<file path="src/rtl/ivc_pkg.sv">
package ivc_pkg;
  localparam int PRIO_W = 3;
  localparam int VEC_W  = 8;
  localparam int DATA_W = 16;
  localparam int ADDR_W = 5;

  localparam logic [ADDR_W-1:0] A_EN_SET = 5'h10;
  localparam logic [ADDR_W-1:0] A_EN_CLR = 5'h11;
  localparam logic [ADDR_W-1:0] A_EN_RD  = 5'h12;
  localparam logic [ADDR_W-1:0] A_VECTOR = 5'h13;
  localparam logic [ADDR_W-1:0] A_EOI    = 5'h14;
  localparam logic [ADDR_W-1:0] A_SPUR   = 5'h15;
  localparam logic [ADDR_W-1:0] A_CTRL   = 5'h16;
  localparam logic [ADDR_W-1:0] A_PEND   = 5'h17;
  localparam logic [ADDR_W-1:0] A_PCLR   = 5'h18;

  typedef struct packed {
    logic [VEC_W-1:0]  vec;
    logic              edge_mode;
    logic [PRIO_W-1:0] prio;
  } src_cfg_t;

  localparam int CFG_W = $bits(src_cfg_t);
endpackage

</file>
<file path="src/rtl/ivc_detect.sv">
module ivc_detect #(
  parameter int N_SRC = 8
) (
  input  logic             clk,
  input  logic             rst_n,
  input  logic [N_SRC-1:0] src_in,
  input  logic [N_SRC-1:0] edge_mode,
  input  logic [N_SRC-1:0] clr,
  output logic [N_SRC-1:0] pend
);
  logic [N_SRC-1:0] src_q, src_d, edge_q;

  always_ff @(posedge clk or negedge rst_n) begin
    if (!rst_n) begin
      src_q  <= '0;
      src_d  <= '0;
      edge_q <= '0;
    end else begin
      src_q  <= src_in;
      src_d  <= src_q;
      // a fresh edge wins over a clear in the same cycle
      edge_q <= (edge_q & ~clr) | (src_q & ~src_d);
    end
  end

  assign pend = (edge_mode & edge_q) | (~edge_mode & src_q);
endmodule

</file>
<file path="src/rtl/ivc_arbiter.sv">
module ivc_arbiter import ivc_pkg::*; #(
  parameter int N_SRC = 8,
  localparam int IDX_W = $clog2(N_SRC)
) (
  input  logic [N_SRC-1:0]        req,
  input  logic [N_SRC*PRIO_W-1:0] prio_flat,
  input  logic                    lvl_valid,
  input  logic [PRIO_W-1:0]       lvl,
  output logic                    hit,
  output logic [IDX_W-1:0]        win_idx
);
  logic [PRIO_W-1:0] best;

  always_comb begin
    hit     = 1'b0;
    best    = '0;
    win_idx = '0;
    // index 0 is the fast source and stays out of the arbitration
    for (int i = 1; i < N_SRC; i++) begin
      if (req[i] &&
          (!lvl_valid || prio_flat[i*PRIO_W +: PRIO_W] > lvl) &&
          (!hit || prio_flat[i*PRIO_W +: PRIO_W] > best)) begin
        hit     = 1'b1;
        best    = prio_flat[i*PRIO_W +: PRIO_W];
        win_idx = IDX_W'(i);
      end
    end
  end
endmodule

</file>
<file path="src/rtl/ivc_stack.sv">
module ivc_stack #(
  parameter int W     = 3,
  parameter int DEPTH = 8,
  localparam int PTR_W = $clog2(DEPTH),
  localparam int CNT_W = $clog2(DEPTH + 1)
) (
  input  logic             clk,
  input  logic             rst_n,
  input  logic             push,
  input  logic             pop,
  input  logic [W-1:0]     din,
  output logic             empty,
  output logic             full,
  output logic [W-1:0]     top,
  output logic [CNT_W-1:0] cnt
);
  logic [W-1:0] mem [DEPTH];

  always_ff @(posedge clk or negedge rst_n) begin
    if (!rst_n) begin
      cnt <= '0;
      for (int i = 0; i < DEPTH; i++) mem[i] <= '0;
    end else begin
      unique case ({push, pop})
        2'b10: if (!full) begin
          mem[PTR_W'(cnt)] <= din;
          cnt <= cnt + 1'b1;
        end
        2'b01: if (!empty) cnt <= cnt - 1'b1;
        2'b11: if (!empty) mem[PTR_W'(cnt - 1'b1)] <= din;
               else begin
                 mem[0] <= din;
                 cnt    <= CNT_W'(1);
               end
        default: ;
      endcase
    end
  end

  assign empty = (cnt == '0);
  assign full  = (cnt == CNT_W'(DEPTH));
  assign top   = empty ? '0 : mem[PTR_W'(cnt - 1'b1)];
endmodule

</file>
<file path="src/rtl/vec_irq_ctrl.sv">
module vec_irq_ctrl import ivc_pkg::*; #(
  parameter int               N_SRC    = 8,
  parameter logic [VEC_W-1:0] SPUR_RST = 8'hFF
) (
  input  logic              clk,
  input  logic              rst_n,
  input  logic [N_SRC-1:0]  irq_src,
  input  logic              bus_wr,
  input  logic              bus_rd,
  input  logic [ADDR_W-1:0] bus_addr,
  input  logic [DATA_W-1:0] bus_wdata,
  output logic [DATA_W-1:0] bus_rdata,
  output logic              irq_n,
  output logic              fiq_n
);
  localparam int IDX_W = $clog2(N_SRC);
  localparam int DEPTH = 1 << PRIO_W;
  localparam int CNT_W = $clog2(DEPTH + 1);

  src_cfg_t                cfg_q [N_SRC];
  logic [N_SRC-1:0]        en_q, pend, mode_vec, clr_vec, req;
  logic [N_SRC*PRIO_W-1:0] prio_flat;
  logic [VEC_W-1:0]        spur_q;
  logic                    protect_q;
  logic                    hit, ack, eoi_wr, vec_rd, vec_wr, cfg_sel;
  logic [IDX_W-1:0]        win_idx;
  logic                    stk_empty, stk_full;
  logic [PRIO_W-1:0]       stk_top;
  logic [CNT_W-1:0]        stk_cnt;

  assign cfg_sel = !bus_addr[ADDR_W-1] && (int'(bus_addr[ADDR_W-2:0]) < N_SRC);
  assign vec_rd  = bus_rd && (bus_addr == A_VECTOR);
  assign vec_wr  = bus_wr && (bus_addr == A_VECTOR);
  assign eoi_wr  = bus_wr && (bus_addr == A_EOI);
  assign ack     = hit && (protect_q ? vec_wr : vec_rd);

  always_ff @(posedge clk or negedge rst_n) begin
    if (!rst_n) begin
      for (int i = 0; i < N_SRC; i++) cfg_q[i] <= '0;
      en_q      <= '0;
      spur_q    <= SPUR_RST;
      protect_q <= 1'b0;
    end else if (bus_wr) begin
      if (cfg_sel) cfg_q[bus_addr[IDX_W-1:0]] <= src_cfg_t'(bus_wdata[CFG_W-1:0]);
      unique case (bus_addr)
        A_EN_SET: en_q      <= en_q | bus_wdata[N_SRC-1:0];
        A_EN_CLR: en_q      <= en_q & ~bus_wdata[N_SRC-1:0];
        A_SPUR:   spur_q    <= bus_wdata[VEC_W-1:0];
        A_CTRL:   protect_q <= bus_wdata[0];
        default: ;
      endcase
    end
  end

  for (genvar g = 0; g < N_SRC; g++) begin : g_flat
    assign prio_flat[g*PRIO_W +: PRIO_W] = cfg_q[g].prio;
    assign mode_vec[g] = cfg_q[g].edge_mode;
    assign clr_vec[g]  = (bus_wr && bus_addr == A_PCLR && bus_wdata[g]) ||
                         (ack && win_idx == IDX_W'(g));
  end

  ivc_detect #(.N_SRC(N_SRC)) u_detect (
    .clk(clk), .rst_n(rst_n), .src_in(irq_src), .edge_mode(mode_vec),
    .clr(clr_vec), .pend(pend)
  );

  assign req = pend & en_q;

  ivc_arbiter #(.N_SRC(N_SRC)) u_arb (
    .req(req), .prio_flat(prio_flat), .lvl_valid(!stk_empty), .lvl(stk_top),
    .hit(hit), .win_idx(win_idx)
  );

  ivc_stack #(.W(PRIO_W), .DEPTH(DEPTH)) u_stack (
    .clk(clk), .rst_n(rst_n), .push(ack), .pop(eoi_wr),
    .din(cfg_q[win_idx].prio), .empty(stk_empty), .full(stk_full),
    .top(stk_top), .cnt(stk_cnt)
  );

  assign irq_n = !hit;
  assign fiq_n = !req[0];

  always_comb begin
    bus_rdata = '0;
    if (cfg_sel) bus_rdata = DATA_W'(cfg_q[bus_addr[IDX_W-1:0]]);
    else begin
      unique case (bus_addr)
        A_EN_RD:  bus_rdata = DATA_W'(en_q);
        A_VECTOR: bus_rdata = hit ? DATA_W'(cfg_q[win_idx].vec) : DATA_W'(spur_q);
        A_SPUR:   bus_rdata = DATA_W'(spur_q);
        A_CTRL:   bus_rdata = DATA_W'(protect_q);
        A_PEND:   bus_rdata = DATA_W'(pend);
        default:  bus_rdata = '0;
      endcase
    end
  end
endmodule

</file>
<file path="config.mk">
export PLATFORM = sky130hd
export DESIGN_NAME = vec_irq_ctrl
export DESIGN_NICKNAME = d
export VERILOG_FILES = /design/src/rtl/ivc_pkg.sv /design/src/rtl/ivc_detect.sv /design/src/rtl/ivc_arbiter.sv /design/src/rtl/ivc_stack.sv /design/src/rtl/vec_irq_ctrl.sv
export SDC_FILE = /design/constraint.sdc
export NUM_CORES = 1
export LEC_CHECK = 0
export ABC_AREA = 0
export CORE_MARGIN = 2
export CORE_UTILIZATION = 45
export CTS_CLUSTER_SIZE = 10
export DETAILED_ROUTE_END_ITERATION = 16
export MAX_ROUTING_LAYER = met4
export PLACE_DENSITY_LB_ADDON = 0.2
export SYNTH_ARGS = -nofsm -noshare
export SYNTH_HDL_FRONTEND = slang
export SYNTH_SLANG_ARGS = --single-unit
</file>
<file path="constraint.sdc">
create_clock -name clk -period 24.6 [get_ports clk]
set_input_delay 4.92 -clock clk [delete_from_list [all_inputs] [get_ports clk]]
set_output_delay 4.92 -clock clk [all_outputs]
set_load 0.05 [all_outputs]
</file>
======== Word-level counts from Yosys, hierarchy flattened ========
Index checks and enable logic that the tools add are counted.
cells by class
  add/sub/neg operators ................... 2
  $mul .................................... 0
  div/mod/pow operators ................... 0
  magnitude comparators ................... 21
  eq/ne operators ......................... 24
  shift operators ......................... 0
  muxes and demuxes ....................... 52
  bitwise logic cells ..................... 17
  reduce and logical (&&, ||, !) cells .... 80
operators by type and width
  cell                                                                  number
  96-bit bitwise mux                                                    1
  12-bit binary-select mux with 3-bit select                            2
  12-bit 2-to-1 mux                                                     6
  8-bit bitwise AND                                                     6
  24-bit bitwise mux                                                    2
  3-bit 2-to-1 mux                                                      16
  24-bit one-hot mux with 2 select lines                                1
  5-bit equality test, second input constant                            9
  8-bit one-hot mux with 5 select lines                                 1
  3-bit > comparator                                                    13
  1-bit logical AND                                                     38
  12-bit demux with 3-bit select                                        1
  8-bit inverter                                                        4
  24-bit 2-to-1 mux                                                     1
  8-bit OR                                                              3
  1-bit logical OR                                                      21
  21-bit 2-to-1 mux                                                     1
  3-bit demux with 3-bit select                                         2
  4-bit greater-or-equal comparator, second input constant              4
  3-bit inverter with 4-bit output                                      4
  8-bit one-hot mux with 2 select lines                                 1
  3-bit equality test, second input constant                            4
  4-bit by 1-bit < comparator with 1-bit output, second input constant  3
  4-bit 2-to-1 mux                                                      3
  23 further kinds                                                      49
word-level totals
  bits in registers ....................... 165
  bits in latches ......................... 0
  RAM bits ................................ 0
  bits in read-only memories .............. 0
  output and inout bits ................... 18
  word-level logic and storage cells ...... 235
  memories ................................ 0

======== Depth between registers and ports, before layout ========
  word-level depth ........................ 41
  gate-level depth with buffers ........... 63

======== Hierarchy ========
From an unflattened synthesis, not the netlist that was laid out.
unflattened totals
  cell total of the unflattened synthesis .. 832
  area, all modules ....................... 10343.7 sq um
modules (own cells, without submodules)
  module        instances  cells an instance  area an instance (sq um)  seq. area each (sq um)
  vec_irq_ctrl  1          447                6324.8                    2837.7
  ivc_stack     1          142                1774.2                    700.7
  ivc_arbiter   1          179                1413.9                    0.0
  ivc_detect    1          64                 830.8                     600.6

======== Worst setup path before layout ========
Ideal clock, no wire load.
  path kind ............................... reg-to-output
  from .................................... register u_stack.cnt[0]
  to ...................................... output port bus_rdata[0]
  data arrival time ....................... 12.084 ns
  data required time ...................... 19.680 ns
  slack ................................... 7.596 ns
  cell stages (with the launch flop) ...... 61
  path through ............................ dfrtp_1 buf_6 inv_1 ha_1 xnor2_2 clkbuf_1 mux2i_1 o21ai_0 a221o_1 nand2_1 ha_1 a21oi_1 a21oi_1 o21ai_0 o211ai_2 and2_1 ha_1 nor2b_1 [25 not listed] o21ai_1 mux2i_1 ha_1 nor2b_1 o21a_1 o21ai_0 o21ai_0 and2_0 o21a_1 ha_1 nor2b_1 o21a_1 o21ai_0 o22ai_1 buf_2 a41oi_1 o21bai_1 o311ai_1
between the ends
  cells in the longest elaborated chain, start to end .. 41
ends and longest elaborated chain
  what                                                    RTL line            text
  start, declared                                         ivc_stack.sv:15     output logic [CNT_W-1:0] cnt
  start signal, assigned                                  ivc_stack.sv:27     cnt <= cnt + 1'b1;
  start signal, assigned                                  ivc_stack.sv:29     2'b01: if (!empty) cnt <= cnt - 1'b1;
  4-bit by 1-bit subtractor with 4-bit output             --
  3-bit inverter with 4-bit output (implied by the code)  ivc_stack.sv:42     assign top = empty ? '0 : mem[PTR_W'(cnt - 1'b1)];
  3-bit binary-select mux with 3-bit select               ivc_stack.sv:42
  3-bit 2-to-1 mux (implied by the code) (2 in series)    ivc_stack.sv:42
  3-bit 2-to-1 mux                                        ivc_stack.sv:42
  3-bit > comparator                                      ivc_arbiter.sv:21   (!lvl_valid || prio_flat[i*PRIO_W +: PRIO_W] > lvl) &&
  1-bit logical OR                                        ivc_arbiter.sv:21
  1-bit logical AND                                       ivc_arbiter.sv:20   if (req[i] &&
  [23 not listed]                                         --
  1-bit logical AND                                       ivc_arbiter.sv:21
  3-bit 2-to-1 mux                                        ivc_arbiter.sv:20
  3-bit inverter with 4-bit output (implied by the code)  vec_irq_ctrl.sv:89  A_VECTOR: bus_rdata = hit ? DATA_W'(cfg_q[win_idx].vec) : DATA_W'(spur_q);
  12-bit binary-select mux with 3-bit select              vec_irq_ctrl.sv:89
  12-bit 2-to-1 mux (implied by the code) (2 in series)   vec_irq_ctrl.sv:89
  8-bit 2-to-1 mux (*)                                    vec_irq_ctrl.sv:89
  8-bit one-hot mux with 5 select lines (*)               vec_irq_ctrl.sv:87  unique case (bus_addr)
  12-bit 2-to-1 mux (*)                                   vec_irq_ctrl.sv:85  if (cfg_sel) bus_rdata = DATA_W'(cfg_q[bus_addr[IDX_W-1:0]]);
  end, declared                                           vec_irq_ctrl.sv:12  output logic [DATA_W-1:0] bus_rdata,
Every way passes the cells marked *; elsewhere a longest branch is shown, timed or not. The select of a mux whose other input is x is not followed.

======== Worst setup path after layout ========
Same ends and word-level chain as after synthesis.

==> flow_summary_export.csv <==
group,metric,value,unit
global_route,first_global_vias,7534,
timing,max_slew.worst_pin.slew,1188,ps
power,intPower,0.0007097,W
timing,rsz0062_at_grt,"no",
worst_hold_path,hold_class,"register to register",
place,dpl.hpwl,18940,microns
floorplan,initial_core_util,0.4592,
synth,ys_seq_area_frac,0.4117,
synth,synthFlopType,"dfrtp_1",
timing,min_period,20270,ps
timing,period_share,0.8238,
synth,synth_area,10050,sq um
power,seqPwrFrac,0.276,
layout,area_growth,11.30,%
worst_setup_path,path_common_cell,"o21ai_0",
timing,relSlewSlack,0.2066,
power,p_sw_frac,0.4743,
worst_setup_path,cp.arrival,15350,ps
synth,yosysUniqueCellTypes,68,
synth,synthCells,922,
layout,drive_above_1_share,0.2336,
power,vdd_drop_max,81.21,uV
timing,setup_viol,0,
floorplan,core,21890,sq um
global_route,grt_pass1_wl,44980,microns
power,p_clk_frac,0.197,
floorplan,die_area,23550,sq um
clock_network,cts_tree,"done",
worst_setup_path,start_kind,"register",
synth,synthArstFlopShare,1.000,
global_route,antenna_found_initial,0,
layout,layout.nets,1001,
power,comb_power_share,0.527,
floorplan,fp-row-count,54,
floorplan,die_y,153.5,microns
global_route,overflow,0,
clock_network,cts.sinks,165,
status,outcome,"finished, final reports clean",
power,power.density,120.6,nW/um^2
layout,multi_input_area,5508,sq um
timing,skew,16.25,ps
clock_network,post_cts_buffers,0,
synth,ys_ff_latch,165,
clock_network,postCtsHoldBufs,0,
timing,max_freq,49.34,MHz
floorplan,fp.dieW,153.5,microns
clock_network,htree_levels,4,
drt,vias,7739,
synth,yosys_warnings,0,
clock_network,clk_pin_slew,70,ps
worst_setup_path,slowest_delay,880,ps
worst_setup_path,path_class,"register to output port",
clock_network,clockBufferDepth,2,
floorplan,ios,51,
power,p_leak,4.720,nW
worst_setup_path,required,19680,ps
layout,regArea,4139,sq um
power,power_switching,0.0006402,W
worst_setup_path,cp_slowest_cell,"clkdlybuf4s50_1",
layout,n_fill_cell,1991,
worst_setup_path,critPathCaptureType,"output port",
clock_network,cts_made_buffers,17,
drt,drc,0,
synth,postSynthAreaPerCell,10.90,sq um
global_route,grt_max_degree,103,
timing,fin_hold_ws,402.0,ps
timing,fin_tns_setup,0,ps
drt,detail-route-antenna-nets,0,
clock_network,insertion_delay,440,ps
layout,n_antenna_cell,0,
clock_network,cts_resized,0,
drt,drtIter0Drc,656,
place,gp_congestion,0.8650,
timing,slew_viol_final,0,
synth,synth-edff-count,0,
timing,final-hold-violation-count,0,
global_route,grt_usage,0.2572,
clock_network,root_buffer,"clkbuf_16",
drt,viasPerCell,6.312,
job,maxCapViolCount,0,
drt,drt_pass1_iterations,7,
drt,wire_per_inst,23.36,microns
worst_setup_path,path_max_fanout,19,
drt,routed_wl,28640,microns
place,port_buffers,42,
[cells in the mapped netlist, types with 9 or more instances]
library cell    n  share of area
o311ai_1        9         0.0078
nand2_1        67          0.025
clkbuf_1       35          0.013
mux4_2         26          0.058
a21oi_1        32          0.016
ha_1           35          0.044
o41ai_1        24          0.021
nor2b_1        14         0.0087
a22oi_1        12         0.0090
o21ai_0        50          0.025
nor2_1         56          0.021
a211oi_1        9         0.0067
inv_1          39          0.015
nor3b_1         9         0.0067
mux2_2        122           0.14
a31oi_1         9         0.0056
nand3_1        18         0.0090
buf_1          11         0.0041
o21bai_1        9         0.0067
dfrtp_1       157           0.39
mux2i_1        33          0.033
[flip-flops by register name (all words and copies together) (netlist names), named ones only]
signal,count
protect_q,1
spur_q,8
cfg_q,96
u_detect.edge_q,8
u_stack.cnt,4
u_detect.src_d,8
u_detect.src_q,8
u_stack.mem,24
[final cells by class]
| cell class | instances | area share |
|---|---|---|
| inverter | 39 | 0.01308 |
| timing repair buffer | 49 | 0.04193 |
| clock buffer | 18 | 0.03925 |
| tap | 280 | 0.03131 |
| clock inverter | 14 | 0.01230 |
| sequential | 165 | 0.3699 |
| multi-input combinational | 661 | 0.4922 |
[power groups by stage]
stage | combinational, W | clock, W | sequential [W]
CTS | 0.000702 | 0.000270 | 0.000371
detailed placement | 0.000701 | 0 | 0.000376
floorplan | 0.000519 | 0 | 0.000351
global placement | 0.000686 | 0 | 0.000375
finish | 0.000712 | 0.000265 | 0.000373
global route | 0.000764 | 0.000281 | 0.000380
[cell usage in the layout (no fill, tap or decap), drive strengths merged, types with 25 or more instances in the layout]
cell type	count
clkdlybuf4s50	40
dfrtp	157
mux2	124
inv	46
o21ai	53
mux4	26
a21oi	32
ha	35
nor2	57
nand2	67
o41ai	25
mux2i	34
[logic make-up after synthesis]
logic type      synth area share
fa+ha+maj                0.04356
flops                     0.4117
mux                       0.2330
simple gates             0.09907
compound gates            0.1640
other cells            0.0003730
xor+xnor                0.005974
buf+inv                  0.04232
[worst max-delay path: cells and delay by family, from the launching register on]
kind                     cells  cell delay, ps
XOR/XNOR                     1             710
flip-flops                   1             770
AND/OR/NAND/NOR              9            2020
multiplexers                 5            1490
buffers and inverters        7            1680
AO/OA/AOI/OAI               31            6100
adder cells (fa/ha/maj)      8            2120
[final timing paths]
| path | end | cells after the start | start | slack [ps] |
|---|---|---|---|---|
| min | u_detect.src_d[7]$_DFF_PN0_ | 0 | u_detect.src_q[7]$_DFF_PN0_ | 400 |
| min reg2reg | u_detect.src_d[7]$_DFF_PN0_ | 0 | u_detect.src_q[7]$_DFF_PN0_ | 400 |
| min in group asynchronous | u_stack.mem[11]$_DFFE_PN0P_ | 1 | rst_n | 4520 |
| max in group asynchronous | cfg_q[19]$_DFFE_PN0P_ | 2 | rst_n | 18600 |
| max | bus_rdata[0] | 61 | u_stack.cnt[0]$_DFFE_PN0P_ | 4330 |
| max reg2reg | u_stack.mem[1]$_DFFE_PN0P_ | 60 | u_stack.cnt[0]$_DFFE_PN0P_ | 9950 |
[routing by layer]
layer  GRT usage  share of wire  up-vias
met1      0.3592           0.45     3881
li1            -              -     3488
met3     0.04253          0.069       61
met4     0.08038          0.031        0
met5           -              0        -
met2      0.3861           0.45      309
[stage by stage]
stage	cells	instance area, sq um	power, W	util	worst slack (ps)
global route	1226	11190	0.001425	0.5111	3210
finish	1226	11190	0.001350	0.5111	4333
CTS	1226	11190	0.001343	0.5111	4408
detailed placement	1194	10610	0.001076	0.4848	4930
floorplan	925	10060	0.0008701	-	7596
global placement	1194	10610	0.001061	0.4848	5033
Note: power is estimated with default switching activity, not from simulation.
